===== config.mk =====
export PLATFORM = sky130hd
export DESIGN_NAME = tmr_counter
export DESIGN_NICKNAME = d
export VERILOG_FILES = /design/src/rtl/tmr_pkg.sv /design/src/rtl/tmr_replica.sv /design/src/rtl/tmr_voter.sv /design/src/rtl/tmr_counter.sv
export SDC_FILE = /design/constraint.sdc
export NUM_CORES = 1
export LEC_CHECK = 0
export ABC_AREA = 1
export BUFFER_PORTS_ARGS = -buffer_cell sky130_fd_sc_hd__buf_2
export CAP_MARGIN = 20
export CORE_UTILIZATION = 50
export DETAILED_ROUTE_END_ITERATION = 10
export MAX_ROUTING_LAYER = met4
export PLACE_DENSITY = 0.73
export SETUP_SLACK_MARGIN = 0.5
export SLEW_MARGIN = 20
export SYNTH_ARGS = -nofsm -noshare
export SYNTH_HDL_FRONTEND = slang
export SYNTH_SLANG_ARGS = --single-unit
export TNS_END_PERCENT = 20

===== constraint.sdc =====
create_clock -name clk -period 2.45 [get_ports clk]
set_input_delay 0.49 -clock clk [delete_from_list [all_inputs] [get_ports clk]]
set_output_delay 0.49 -clock clk [all_outputs]
set_load 0.005 [all_outputs]

===== src/rtl/tmr_pkg.sv =====
package tmr_pkg;

    localparam int NREP = 3;

    typedef enum logic {
        MODE_SIMPLE   = 1'b0,
        MODE_FEEDBACK = 1'b1
    } tmr_mode_t;

    function automatic logic bit_maj(input logic a, input logic b, input logic c);
        return (a & b) | (a & c) | (b & c);
    endfunction

    function automatic int unsigned ones3(input logic [NREP-1:0] v);
        int unsigned n;
        n = 0;
        for (int k = 0; k < NREP; k++) begin
            n += int'(v[k]);
        end
        return n;
    endfunction

endpackage


===== src/rtl/tmr_replica.sv =====
module tmr_replica
    import tmr_pkg::*;
#(
    parameter int W = 8
) (
    input  logic          clk,
    input  logic          rst,
    input  logic          en,
    input  tmr_mode_t     mode,
    input  logic [W-1:0]  voted,
    input  logic          inj_stb,
    input  logic [W-1:0]  inj_mask,
    output logic [W-1:0]  q
);

    logic [W-1:0] base;
    logic [W-1:0] step;
    logic [W-1:0] nxt;

    always_comb begin
        base = (mode == MODE_FEEDBACK) ? voted : q;
        step = en ? base + W'(1) : base;
        nxt  = inj_stb ? (step ^ inj_mask) : step;
    end

    always_ff @(posedge clk) begin
        if (rst) begin
            q <= '0;
        end else begin
            q <= nxt;
        end
    end

endmodule


===== src/rtl/tmr_voter.sv =====
module tmr_voter
    import tmr_pkg::*;
#(
    parameter int W = 8
) (
    input  logic [NREP-1:0][W-1:0] reps,
    output logic [W-1:0]           voted,
    output logic [NREP-1:0]        disagree,
    output logic                   multi
);

    for (genvar b = 0; b < W; b++) begin : g_bit
        assign voted[b] = bit_maj(reps[0][b], reps[1][b], reps[2][b]);
    end

    for (genvar r = 0; r < NREP; r++) begin : g_cmp
        assign disagree[r] = (reps[r] != voted);
    end

    assign multi = (ones3(disagree) >= 2);

endmodule


===== src/rtl/tmr_counter.sv =====
module tmr_counter
    import tmr_pkg::*;
#(
    parameter int W = 8,
    localparam int MW = NREP * W
) (
    input  logic             clk,
    input  logic             rst,
    input  logic             en,
    input  logic             fb_mode,
    input  logic [NREP-1:0]  inj_stb,
    input  logic [MW-1:0]    inj_mask,
    output logic [W-1:0]     count_o,
    output logic [NREP-1:0]  mismatch_o,
    output logic             multi_fault_o
);

    tmr_mode_t                mode;
    logic [NREP-1:0][W-1:0]   reps;
    logic [W-1:0]             voted;

    assign mode = tmr_mode_t'(fb_mode);

    for (genvar r = 0; r < NREP; r++) begin : g_rep
        tmr_replica #(.W(W)) u_rep (
            .clk      (clk),
            .rst      (rst),
            .en       (en),
            .mode     (mode),
            .voted    (voted),
            .inj_stb  (inj_stb[r]),
            .inj_mask (inj_mask[r*W +: W]),
            .q        (reps[r])
        );
    end

    tmr_voter #(.W(W)) u_vote (
        .reps     (reps),
        .voted    (voted),
        .disagree (mismatch_o),
        .multi    (multi_fault_o)
    );

    assign count_o = voted;

endmodule


[Yosys cells after proc, flatten, opt, wreduce, memory -nomap -nowiden]
Cells that the tools add are included.
Storage, ports and cells
  input port bits: 31
  register bits after elaboration: 24
  logic and storage cells: 64
  output and inout port bits: 12
Operators by class
  magnitude comparators: 1
  multiplexer cells: 9
  equality and inequality tests: 3
  bitwise gates (word level): 43
  add/subtract/negate cells: 5
Operators by type and width (count)
  $mux 8: 9
  $add 32x1->32: 1
  $ge 32x2->1 const B: 1
  $add 8x1->8 const B: 3
  $and 1x1->1: 24
  $ne 8x8->1: 3
  $xor 8x8->8: 3
  $or 1x1->1: 16
  $add 1x1->2: 1

[Logic depth before layout (Yosys ltp)]
Gate-level depths: netlist of run 1.
  depth in word-level cells: 8
  gate-level depth with buffers: 12
  depth with buffers taken out: 12

[Modules after synthesis]
From an unflattened synthesis of run 1, not the netlist that was laid out.
Unflattened totals
  cells, all modules: 453
  area, all modules: 2469.9 um2
Modules (own cells, without submodules)
  tmr_replica: cells each 109, area an instance 633.1 um2, seq. area each 160.2 um2, instances 3
  tmr_voter: cells each 126, area an instance 570.5 um2, seq. area each 0.0 um2, instances 1

[Least setup slack after synthesis of run 1]
OpenSTA, ideal clock, no wires.
  path kind: register to output
  start point: register g_rep[1].u_rep.q[3]
  end point: output port multi_fault_o
  path slack: 486 ps
  stages on the path, launching flop included: 11
  path buffers: 0
  data required time: 1960 ps
  data arrival time: 1474 ps
  cells stage by stage: dfxtp_1 -> inv_1 -> nand2_1 -> nand2_1 -> nand2_1 -> nand4_1 -> nor3_1 -> nand4_1 -> ha_1 -> nand2_1 -> nand2_1
On the way
  cells in the longest elaborated chain, start to end: 7
  elaborated cells between the ends (all ways): 10
  classes of those cells: add/sub: 2; order compare: 1; eq/ne: 3; bitwise: 4
RTL lines
  start, declared: RTL line tmr_replica.sv:13  | output logic [W-1:0] q
  start signal, assigned: RTL line tmr_replica.sv:30  | q <= nxt;
  $and 1x1->1: RTL line tmr_pkg.sv:11  | return (a & b) | (a & c) | (b & c);
  $or 1x1->1 (2 in a row): RTL line tmr_pkg.sv:11
  $ne 8x8->1 (*): RTL line tmr_voter.sv:17  | assign disagree[r] = (reps[r] != voted);
  net mismatch_o[1]: RTL line tmr_counter.sv:14  | output logic [NREP-1:0] mismatch_o,
  $add 1x1->2 (*): RTL line tmr_pkg.sv:18  | n += int'(v[k]);
  $add 32x1->32 (*): RTL line tmr_pkg.sv:18
  $ge 32x2->1 (*): RTL line tmr_voter.sv:20  | assign multi = (ones3(disagree) >= 2);
  end, declared: RTL line tmr_counter.sv:15  | output logic multi_fault_o
Mark *: on every way through the listed nets, which the timed path passes. The rest lies on a longest branch.

[Worst setup path in the final report of run 1]
  start point: register g_rep[1].u_rep.q[7]
  end point: output port multi_fault_o
On the way
  cells in the longest elaborated chain, start to end: 7
  elaborated cells between the ends (all ways): 10
  classes of those cells: add/sub: 2; order compare: 1; eq/ne: 3; bitwise: 4
RTL lines (RTL line)
  $and 1x1->1: tmr_pkg.sv:11
  $or 1x1->1 (2 in a row): tmr_pkg.sv:11
  $ne 8x8->1: tmr_voter.sv:17
  $add 1x1->2: tmr_pkg.sv:18
  $add 32x1->32 (*): tmr_pkg.sv:18
  $ge 32x2->1 (*): tmr_voter.sv:20
Every way passes the cells marked *; elsewhere a longest branch is shown, timed or not.

==> results of run 1 <==
## path summary, 6_finish.rpt
kind | cells after the start | start | slack (ns) | to
worst max-delay path | 9 | g_rep[1].u_rep.q[7]$_SDFF_PP0_ | 0.05 | multi_fault_o
worst min-delay path | 3 | inj_mask[17] | 0.47 | g_rep[2].u_rep.q[1]$_SDFF_PP0_
worst max register to register | 12 | g_rep[2].u_rep.q[0]$_SDFF_PP0_ | 0.74 | g_rep[1].u_rep.q[6]$_SDFF_PP0_
worst min register to register | 3 | g_rep[2].u_rep.q[0]$_SDFF_PP0_ | 0.66 | g_rep[2].u_rep.q[0]$_SDFF_PP0_
## cell usage after synthesis (2+ instances only)
library cell and count:
nand2_1 134, inv_1 41, nor2_1 37, dfxtp_1 24, nand3_1 23, o21ai_0 16
a21oi_1 15, xor2_1 11, o21ai_2 9, nand2_2 7, xnor2_1 7, nand4_1 6
o21ai_1 5, a22oi_1 4, clkbuf_1 4, ha_1 4, nand3_2 4, nor2_2 4
o22ai_1 4, buf_4 2, buf_6 2, inv_2 2, nand3_4 2, nor3_1 2
o21a_1 2
## worst max-delay path, delay by kind of cell, from the launching register on
kind / cells / cell delay, ns
flops: 1 / 0.39
compound gates: 2 / 0.31
buf+inv: 2 / 0.20
simple gates: 4 / 0.42
fa+ha+maj: 1 / 0.29
## layout make-up
| type | instances | area, sq um | share of cell area (%) |
|---|---|---|---|
| multi-input cells | 302 | 1630 | 59.5 |
| flip-flops and latches | 24 | 512 | 18.7 |
| repair buffers | 54 | 308 | 11.3 |
| inverters | 44 | 168 | 6.14 |
| well taps | 50 | 62.6 | 2.29 |
| clock buffers | 4 | 55.1 | 2.02 |
## logic make-up after synthesis
kind of cell,count (synthesis),share of synthesized area [%]
compound gates,57,15.4
fa+ha+maj,4,2.24
buf+inv,53,9.97
xor+xnor,18,7.06
simple gates,223,43.9
flops,24,21.5
## power groups by stage
stage	Combinational [mW]	Clock (mW)	Sequential, mW
floorplan	0.351	0	0.460
global placement	0.464	0	0.471
detailed placement	0.472	0	0.472
CTS	0.495	0.290	0.466
global route	0.608	0.305	0.481
finish	0.532	0.289	0.475
## timing repair
item                                    in CTS  in global routing
endpoints found under the setup margin       4                  5
pin swaps                                    6                 16
resized for setup                           17                 32
gates cloned                                 0                  0
setup buffers                                4                  5
## routing by layer
metal | global-route usage, % | up-vias
li1 | - | 1315
met1 | 39.7 | 1098
met2 | 45.8 | 98
met3 | 3.29 | 9
met4 | 7.65 | 0
met5 | - | -
## per-stage QoR
stage | power [mW] | instances | utilization, % | worst slack, ns
floorplan | 0.811 | 379 | - | 0.505
global placement | 0.936 | 465 | 59.7 | 0.286
detailed placement | 0.943 | 465 | 59.7 | 0.250
CTS | 1.25 | 473 | 63.0 | 0.0765
global route | 1.39 | 478 | 65.9 | -0.0637
finish | 1.30 | 478 | 65.9 | 0.0545
==> reports/metrics.yaml, run 1 <==
cts:
  clockBufferDepth: 2
  cts_tree: "yes"
  cts-root-buf: "clkbuf_8"
  cts.sinks: 24
  cts_hold_buf: 0
  clock_latency_ns: 0.28
  htreeDepth: 1
  cts_made_buffers: 3
  path_clk_slew_ns: 0.09
global_route:
  grt_pass1_vias: 2133
  grt_pass1_wl_um: 9780
  grt_max_degree: 15
  grt_usage_pct: 29.2
  grt-ovfl-total: 0
  antenna_found_initial: 0
synthesis:
  synth_edf_count: 0
  async_flop_share_pct: 0
  synth.largest_area_cell: "nand2_1"
  ys_types: 33
  ys_warn_count: 0
  postSynthAreaPerCell_sq_um: 5.89
  syn_inst: 379
  yosysSeqAreaShare_pct: 21.5
  synth.area.top_cells: "nand2_1, dfxtp_1, inv_1"
  synth_area_sq_um: 2230
  synth-seq-cells: 24
  netlist.area_leader.share_pct: 22.5
  yosys_most_used_dff: "dfxtp_1"
  syn_nets: 414
pwr:
  ir_worst_vdd_v: 0.000238
  switchingPower_mw: 0.510
  clkPwrFrac_pct: 22.3
  combPwrFrac_pct: 41.1
  power_density_nw_per_um2: 475
  p_int_mw: 0.786
  leakage_nw: 1.38
  seqPwrFrac_pct: 36.7
  swShare_pct: 39.4
placed_design:
  place_area_sq_um: 2470
  numPortBuffers: 42
  dp_hpwl_um: 4880
  place_congestion: 0.904
sta:
  max_freq_ghz: 0.417
  fin_crit_ns: 2.40
  slew_headroom_pct: 70.6
  holdWs_ns: 0.473
  finalSetupViolCount: 0
  post-route-period-util_pct: 97.8
  worstMarginPinSlew_ns: 0.438
  rsz0062_at_grt: "yes"
  hold_violations: 0
  slew_viol_final: 0
  clock_skew_ns: 0.00103
  setup_tns_ns: 0
final_layout:
  fillerInstances: 379
  diodes: 0
  nets: 464
  mostFrequentLayoutCells: "nand2_1, buf_2, inv_1, nor2_1, nand3_1"
  reg.largest.list: "g_rep.u_rep.q x24"
  mostFrequentLayoutCell: "nand2_1"
  final_area_sq_um: 2730
  drive_above_1_share_pct: 28.5
  top_register: "g_rep.u_rep.q"
  largest_reg_flops: 24
  area_delta_synth_final_pct: 22.2
route:
  wirelength_um: 6410
  wl_per_cell_um: 13.4
  vias: 2520
  dr_wl_met3_um: 431
  m1WireLength_um: 2980
  postRouteAntennaNets: 0
  avgViaCountPerCell: 5.27
  met2_length_um: 2900
  drt_pass1_iterations: 7
  routed.top_layer: "met4"
  drt_iter0_markers: 186
  drc_errors: 0
status:
  status: "finished clean"
hold_path:
  hold_path_class: "input port to register"
setup_path:
  critPathRequiredTime_ns: 1.96
  cp_common_cell: "nand2_1"
  worstSetupStartpointType: "register"
  crit_chain: "inv_1 > o21ai_4 > o22ai_1 > nor3_2 > nand4_1 > ha_1 > nand2_1 > nand2_1 > buf_2"
  critical_path_arrival_ns: 1.91
  end_kind: "output port"
  crit_type: "register to output port"
  cp_slowest_stage_delay_ns: 0.39
  slowest_stage: "dfxtp_4"
  crit_fanout: 4
die:
  die_h_um: 68.8
  die_area_sq_um: 4740
  dieWidth_um: 68.8
  fp.coreArea_sq_um: 4140
  initial_core_util_pct: 53.9
  rows: 23
  ios: 43
job:
  cap_violations: 0
No activity file was read; power rests on OpenSTA's default activity.
==> run 2: changes to the inputs <==
- CORE_MARGIN: not set -> 10
- CTS_BUF_LIST: not set -> sky130_fd_sc_hd__clkbuf_4 sky130_fd_sc_hd__clkbuf_8 sky130_fd_sc_hd__clkbuf_16
==> run 2 against run 1 <==
Compared with the run above: worst hold slack got worse by 0.0032 ns; register-to-register slack got worse by 0.04 ns; power is 3.9% lower; sequential cell count unchanged; critical endpoint unchanged; largest cell class unchanged; largest power group unchanged.
==> reports/metrics.yaml, run 2 (synthesized netlist as in run 1, its figures left out) <==
final_layout:
  fillerInstances: 446
  mostFrequentLayoutCells: "nand2_1, buf_2, inv_1, nor2_1, nand3_1"
  top_register: "g_rep.u_rep.q"
  drive_above_1_share_pct: 28.4
  diodes: 0
  mostFrequentLayoutCell: "nand2_1"
  largest_reg_flops: 24
  reg.largest.list: "g_rep.u_rep.q x24"
  stdcell_count: 478
  area_delta_synth_final_pct: 20.4
  nets: 463
  regArea_sq_um: 507
  multi_input_area_sq_um: 1620
pwr:
  seqPwrFrac_pct: 38.0
  switchingPower_mw: 0.499
  power_mw: 1.25
  combPwrFrac_pct: 41.8
  power_density_nw_per_um2: 463
  leakage_nw: 1.37
  p_int_mw: 0.747
  swShare_pct: 40.0
  ir_worst_vdd_v: 0.000220
  clkPwrFrac_pct: 20.2
global_route:
  antenna_found_initial: 0
  grt_pass1_vias: 2246
  grt_max_degree: 14
  grt_pass1_wl_um: 10400
  grt-ovfl-total: 0
  grt_usage_pct: 17.3
die:
  ios: 43
  rows: 24
  dieWidth_um: 86.8
  fp.coreArea_sq_um: 4350
  initial_core_util_pct: 51.3
  die_h_um: 86.8
  die_area_sq_um: 7540
setup_path:
  crit_buf_inv: 2
  critical_path_arrival_ns: 1.87
  crit_fanout: 4
  critPathRequiredTime_ns: 1.96
  end_kind: "output port"
  crit_type: "register to output port"
  cp_common_cell: "nand2_1"
  crit_chain: "inv_2 > nand2_2 > nand2_1 > a22oi_1 > nand4_1 > ha_1 > nand2_1 > nand2_1 > buf_2"
  slowest_stage: "dfxtp_4"
  worstSetupStartpointType: "register"
  crit_family: "simple AND/OR/NAND/NOR gates"
  cp_slowest_stage_delay_ns: 0.39
sta:
  slew_viol_final: 0
  finalSetupViolCount: 0
  rsz0062_at_grt: "yes"
  slew_headroom_pct: 73.6
  worstMarginPinSlew_ns: 0.393
  post-route-period-util_pct: 96.5
  setup_ws_ns: 0.0855
  hold_violations: 0
  max_freq_ghz: 0.423
  fin_crit_ns: 2.36
  clock_skew_ns: 0.00674
cts:
  cts_tree: "yes"
  clock_latency_ns: 0.27
  clockBufferDepth: 2
  htreeDepth: 1
  cts_made_buffers: 3
  cts.sinks: 24
  path_clk_slew_ns: 0.10
  cts-root-buf: "clkbuf_8"
job:
  cap_violations: 0
placed_design:
  dp_hpwl_um: 5250
  placed_cells: 468
  place_congestion: 0.943
  numPortBuffers: 42
  pre_cts_slack_ns: 0.196
status:
  status: "finished clean"
route:
  postRouteAntennaNets: 0
  wl_per_cell_um: 13.6
  vias: 2424
  wirelength_um: 6490
  drc_errors: 0
  drt_iter0_markers: 116
  avgViaCountPerCell: 5.07
  drt_pass1_iterations: 4
hold_path:
  hold_path_class: "input port to register"
-- run 2: power by group through the flow --
stage	registers [mW]	logic (mW)	clock network [mW]
4_1_cts	0.466	0.501	0.254
2_1_floorplan	0.460	0.351	0
6_report	0.473	0.521	0.252
5_1_grt	0.477	0.590	0.268
3_5_place_dp	0.471	0.477	0
3_3_place_gp	0.471	0.470	0
-- run 2: worst paths after layout --
kind | from | to | slack (ns) | cells after the start
hold / removal | inj_mask[0] | g_rep[0].u_rep.q[0]$_SDFF_PP0_ | 0.47 | 3
setup reg to reg | g_rep[2].u_rep.q[1]$_SDFF_PP0_ | g_rep[1].u_rep.q[6]$_SDFF_PP0_ | 0.70 | 13
hold reg to reg | g_rep[2].u_rep.q[0]$_SDFF_PP0_ | g_rep[2].u_rep.q[0]$_SDFF_PP0_ | 0.64 | 3
setup / recovery | g_rep[1].u_rep.q[3]$_SDFF_PP0_ | multi_fault_o | 0.09 | 9
-- run 2: stage by stage --
step	hold WS, ns	cell area [sq um]	utilization (%)	TNS, ns
floorplan	0.596	2240	-	0
global placement	0.641	2480	57.0	0
detailed placement	0.645	2480	57.0	0
CTS	0.471	2610	59.9	0
global route	0.480	2690	61.8	-0.0527
finish	0.470	2690	61.8	0
-- run 2: metal layers --
metal / up-vias / wire length (um) / track usage [%] / part of all wire (%)
li1: 1308 / - / - / -
met1: 1054 / 3050 / 22.4 / 47
met2: 56 / 2960 / 27.3 / 46
met3: 6 / 417 / 2.63 / 6.4
met4: 0 / 59 / 4.71 / 0.91
met5: - / 0 / - / 0
-- run 2: final cells by class --
class                   count  area share (%)
multi-input cells         302            60.1
flip-flops and latches     24            18.8
repair buffers             53            11.0
inverters                  44            6.14
well taps                  52            2.42
clock buffers               3            1.54
-- run 2: tightest hold or removal path, cell delays in order --
cell and delay, ns:
buf_2 0.09, nand2_1 0.07, a21oi_1 0.06
-- run 2: repair_timing --
action | in CTS | in global routing
cloned | 0 | 0
pin swaps | 6 | 10
endpoints found under the setup margin | 4 | 6
resized for setup | 19 | 28
hold buffers | 0 | 0
buffers inserted | 4 | 3
endpoints found under the hold margin | 0 | 0
==> run 3: changes to the inputs <==
- GPL_TIMING_DRIVEN: not set -> 0
- SETUP_SLACK_MARGIN: 0.5 -> not set
==> run 3 against run 2 <==
Compared with the run above: cell count increased by 1.3%; register-to-register slack better by 0.05 ns; worst hold slack improved by 0.0027 ns; via count up 5.0%; worst setup slack lost 0.12 ns; power is 4.6% higher; die area did not move; the flow now finishes with violations (setup timing); highest routed layer unchanged; non-clock buffer count grew 5.
==> reports/metrics.yaml, run 3 (synthesized netlist as in run 1, its figures left out) <==
final_layout:
  area_delta_synth_final_pct: 23.2
  mostFrequentLayoutCells: "nand2_1, buf_2, nor2_1"
  fillerInstances: 417
  nets: 468
  reg.largest.list: "g_rep.u_rep.q x24"
  mostFrequentLayoutCell: "nand2_1"
  top_register: "g_rep.u_rep.q"
  post-route-util_pct: 63.2
  diodes: 0
  largest_reg_flops: 24
  drive_above_1_share_pct: 27.8
pwr:
  switchingPower_mw: 0.516
  p_int_mw: 0.787
  ir_worst_vdd_v: 0.000238
  combPwrFrac_pct: 41.2
  clkPwrFrac_pct: 22.1
  leakage_nw: 1.39
  seqPwrFrac_pct: 36.6
  power_density_nw_per_um2: 473
  swShare_pct: 39.6
setup_path:
  crit_type: "register to output port"
  crit_buf_inv: 1
  crit_family: "simple AND/OR/NAND/NOR gates"
  critical_path_arrival_ns: 1.99
  critPathRequiredTime_ns: 1.96
  r2r_setup_slack_ns: 0.75
  crit_fanout: 4
  end_kind: "output port"
  worstSetupStartpointType: "register"
  crit_chain: "nand2_4 > nand2_4 > nand2_4 > nand2_2 > nand4_1 > nor3_2 > nand4_1 > ha_1 > nand2_1 > nand2_1 > buf_2"
  reg2reg_depth: 10
  cp.depth: 11
  cp_common_cell: "nand2_4"
  cp_slowest_stage_delay_ns: 0.40
  slowest_stage: "dfxtp_4"
cts:
  cts-root-buf: "clkbuf_8"
  path_clk_slew_ns: 0.10
  cts.sinks: 24
  clock_latency_ns: 0.27
  cts_tree: "yes"
  cts_hold_buf: 0
  cts_made_buffers: 3
  clockBufferDepth: 2
  htreeDepth: 1
sta:
  worstMarginPinSlew_ns: 0.501
  fin_crit_ns: 2.48
  post-route-period-util_pct: 101
  max_freq_ghz: 0.403
  slew_headroom_pct: 66.6
  clock_skew_ns: 0.00548
  slew_viol_final: 0
  finalSetupViolCount: 1
  setup_ws_ns: -0.0339
  rsz0062_at_grt: "yes"
  hold_violations: 0
job:
  cap_violations: 0
die:
  dieWidth_um: 86.8
  ios: 43
  fp.coreArea_sq_um: 4350
  die_h_um: 86.8
  initial_core_util_pct: 51.3
  rows: 24
  die_area_sq_um: 7540
placed_design:
  pre_cts_slack_ns: 0.136
  dp_hpwl_um: 5250
  place_congestion: 0.908
  numPortBuffers: 41
global_route:
  grt.met3_usage_pct: 2.63
  use_met2_pct: 30.4
  grt-ovfl-total: 0
  grt_max_degree: 14
  grt_pass1_vias: 2412
  use_met1_pct: 21.8
  grt_pass1_wl_um: 10900
  grt-busiest-layer: "met2"
  antenna_found_initial: 0
  grt_usage_pct: 18.2
route:
  postRouteAntennaNets: 0
  vias: 2545
  wirelength_um: 7000
  drt_pass1_iterations: 4
  drt_iter0_markers: 200
  avgViaCountPerCell: 5.26
  drc_errors: 0
  wl_per_cell_um: 14.5
hold_path:
  min_path_cells: 3
  hold_path_class: "input port to register"
status:
  violations: "setup timing"
  status: "finished, violations left"
## run 3: per-stage QoR
stage | instances | cell area, sq um | hold WS, ns | setup TNS (ns) | total power, mW
2_1_floorplan | 379 | 2230 | 0.596 | 0 | 0.810
3_3_place_gp | 472 | 2500 | 0.645 | 0 | 0.938
3_5_place_dp | 472 | 2500 | 0.685 | 0 | 0.948
4_1_cts | 478 | 2620 | 0.473 | 0 | 1.25
5_1_grt | 484 | 2750 | 0.482 | -0.130 | 1.40
6_report | 484 | 2750 | 0.472 | -0.0339 | 1.30
## run 3: path summary, 6_finish.rpt
kind,startpoint,endpoint
hold reg to reg,g_rep[2].u_rep.q[0]$_SDFF_PP0_,g_rep[2].u_rep.q[0]$_SDFF_PP0_
setup / recovery,g_rep[1].u_rep.q[3]$_SDFF_PP0_,multi_fault_o
setup reg to reg,g_rep[2].u_rep.q[1]$_SDFF_PP0_,g_rep[1].u_rep.q[4]$_SDFF_PP0_
hold / removal,inj_mask[9],g_rep[1].u_rep.q[1]$_SDFF_PP0_
## run 3: metal layers
metal	up-vias	wire, um	share of wire [%]
met3	10	405	5.8
met2	79	3370	48
met1	1132	3100	44
met5	-	0	0
li1	1324	-	-
met4	0	125	1.8
## run 3: worst min-delay path, delay by kind of cell
family / cells / cell delay (ns)
AOI/OAI and AO/OA: 1 / 0.06
and+or+nand+nor: 1 / 0.08
buffers and inverters: 1 / 0.09
## run 3: final cells by class
| cell class | instances | area, sq um | area share (%) |
|---|---|---|---|
| plain buffers | 9 | 57.6 | 2.09 |
| clock buffers | 4 | 55.1 | 2.00 |
| inverters | 44 | 170 | 6.18 |
| multi-input cells | 302 | 1620 | 58.7 |
| flip-flops and latches | 24 | 510 | 18.5 |
| well taps | 52 | 65.1 | 2.36 |
| repair buffers | 49 | 278 | 10.1 |
## run 3: power groups by stage
stage	clock network [mW]	logic, mW	registers [mW]
floorplan	0	0.350	0.460
global placement	0	0.467	0.471
detailed placement	0	0.477	0.471
CTS	0.286	0.493	0.467
global route	0.311	0.606	0.482
finish	0.289	0.537	0.478
## run 3: repair_timing
action | in CTS | in global routing
gates resized for setup | 17 | 32
setup buffers | 2 | 6
setup endpoints to repair | 1 | 1
pin swaps | 4 | 12
endpoints found under the hold margin | 0 | 0
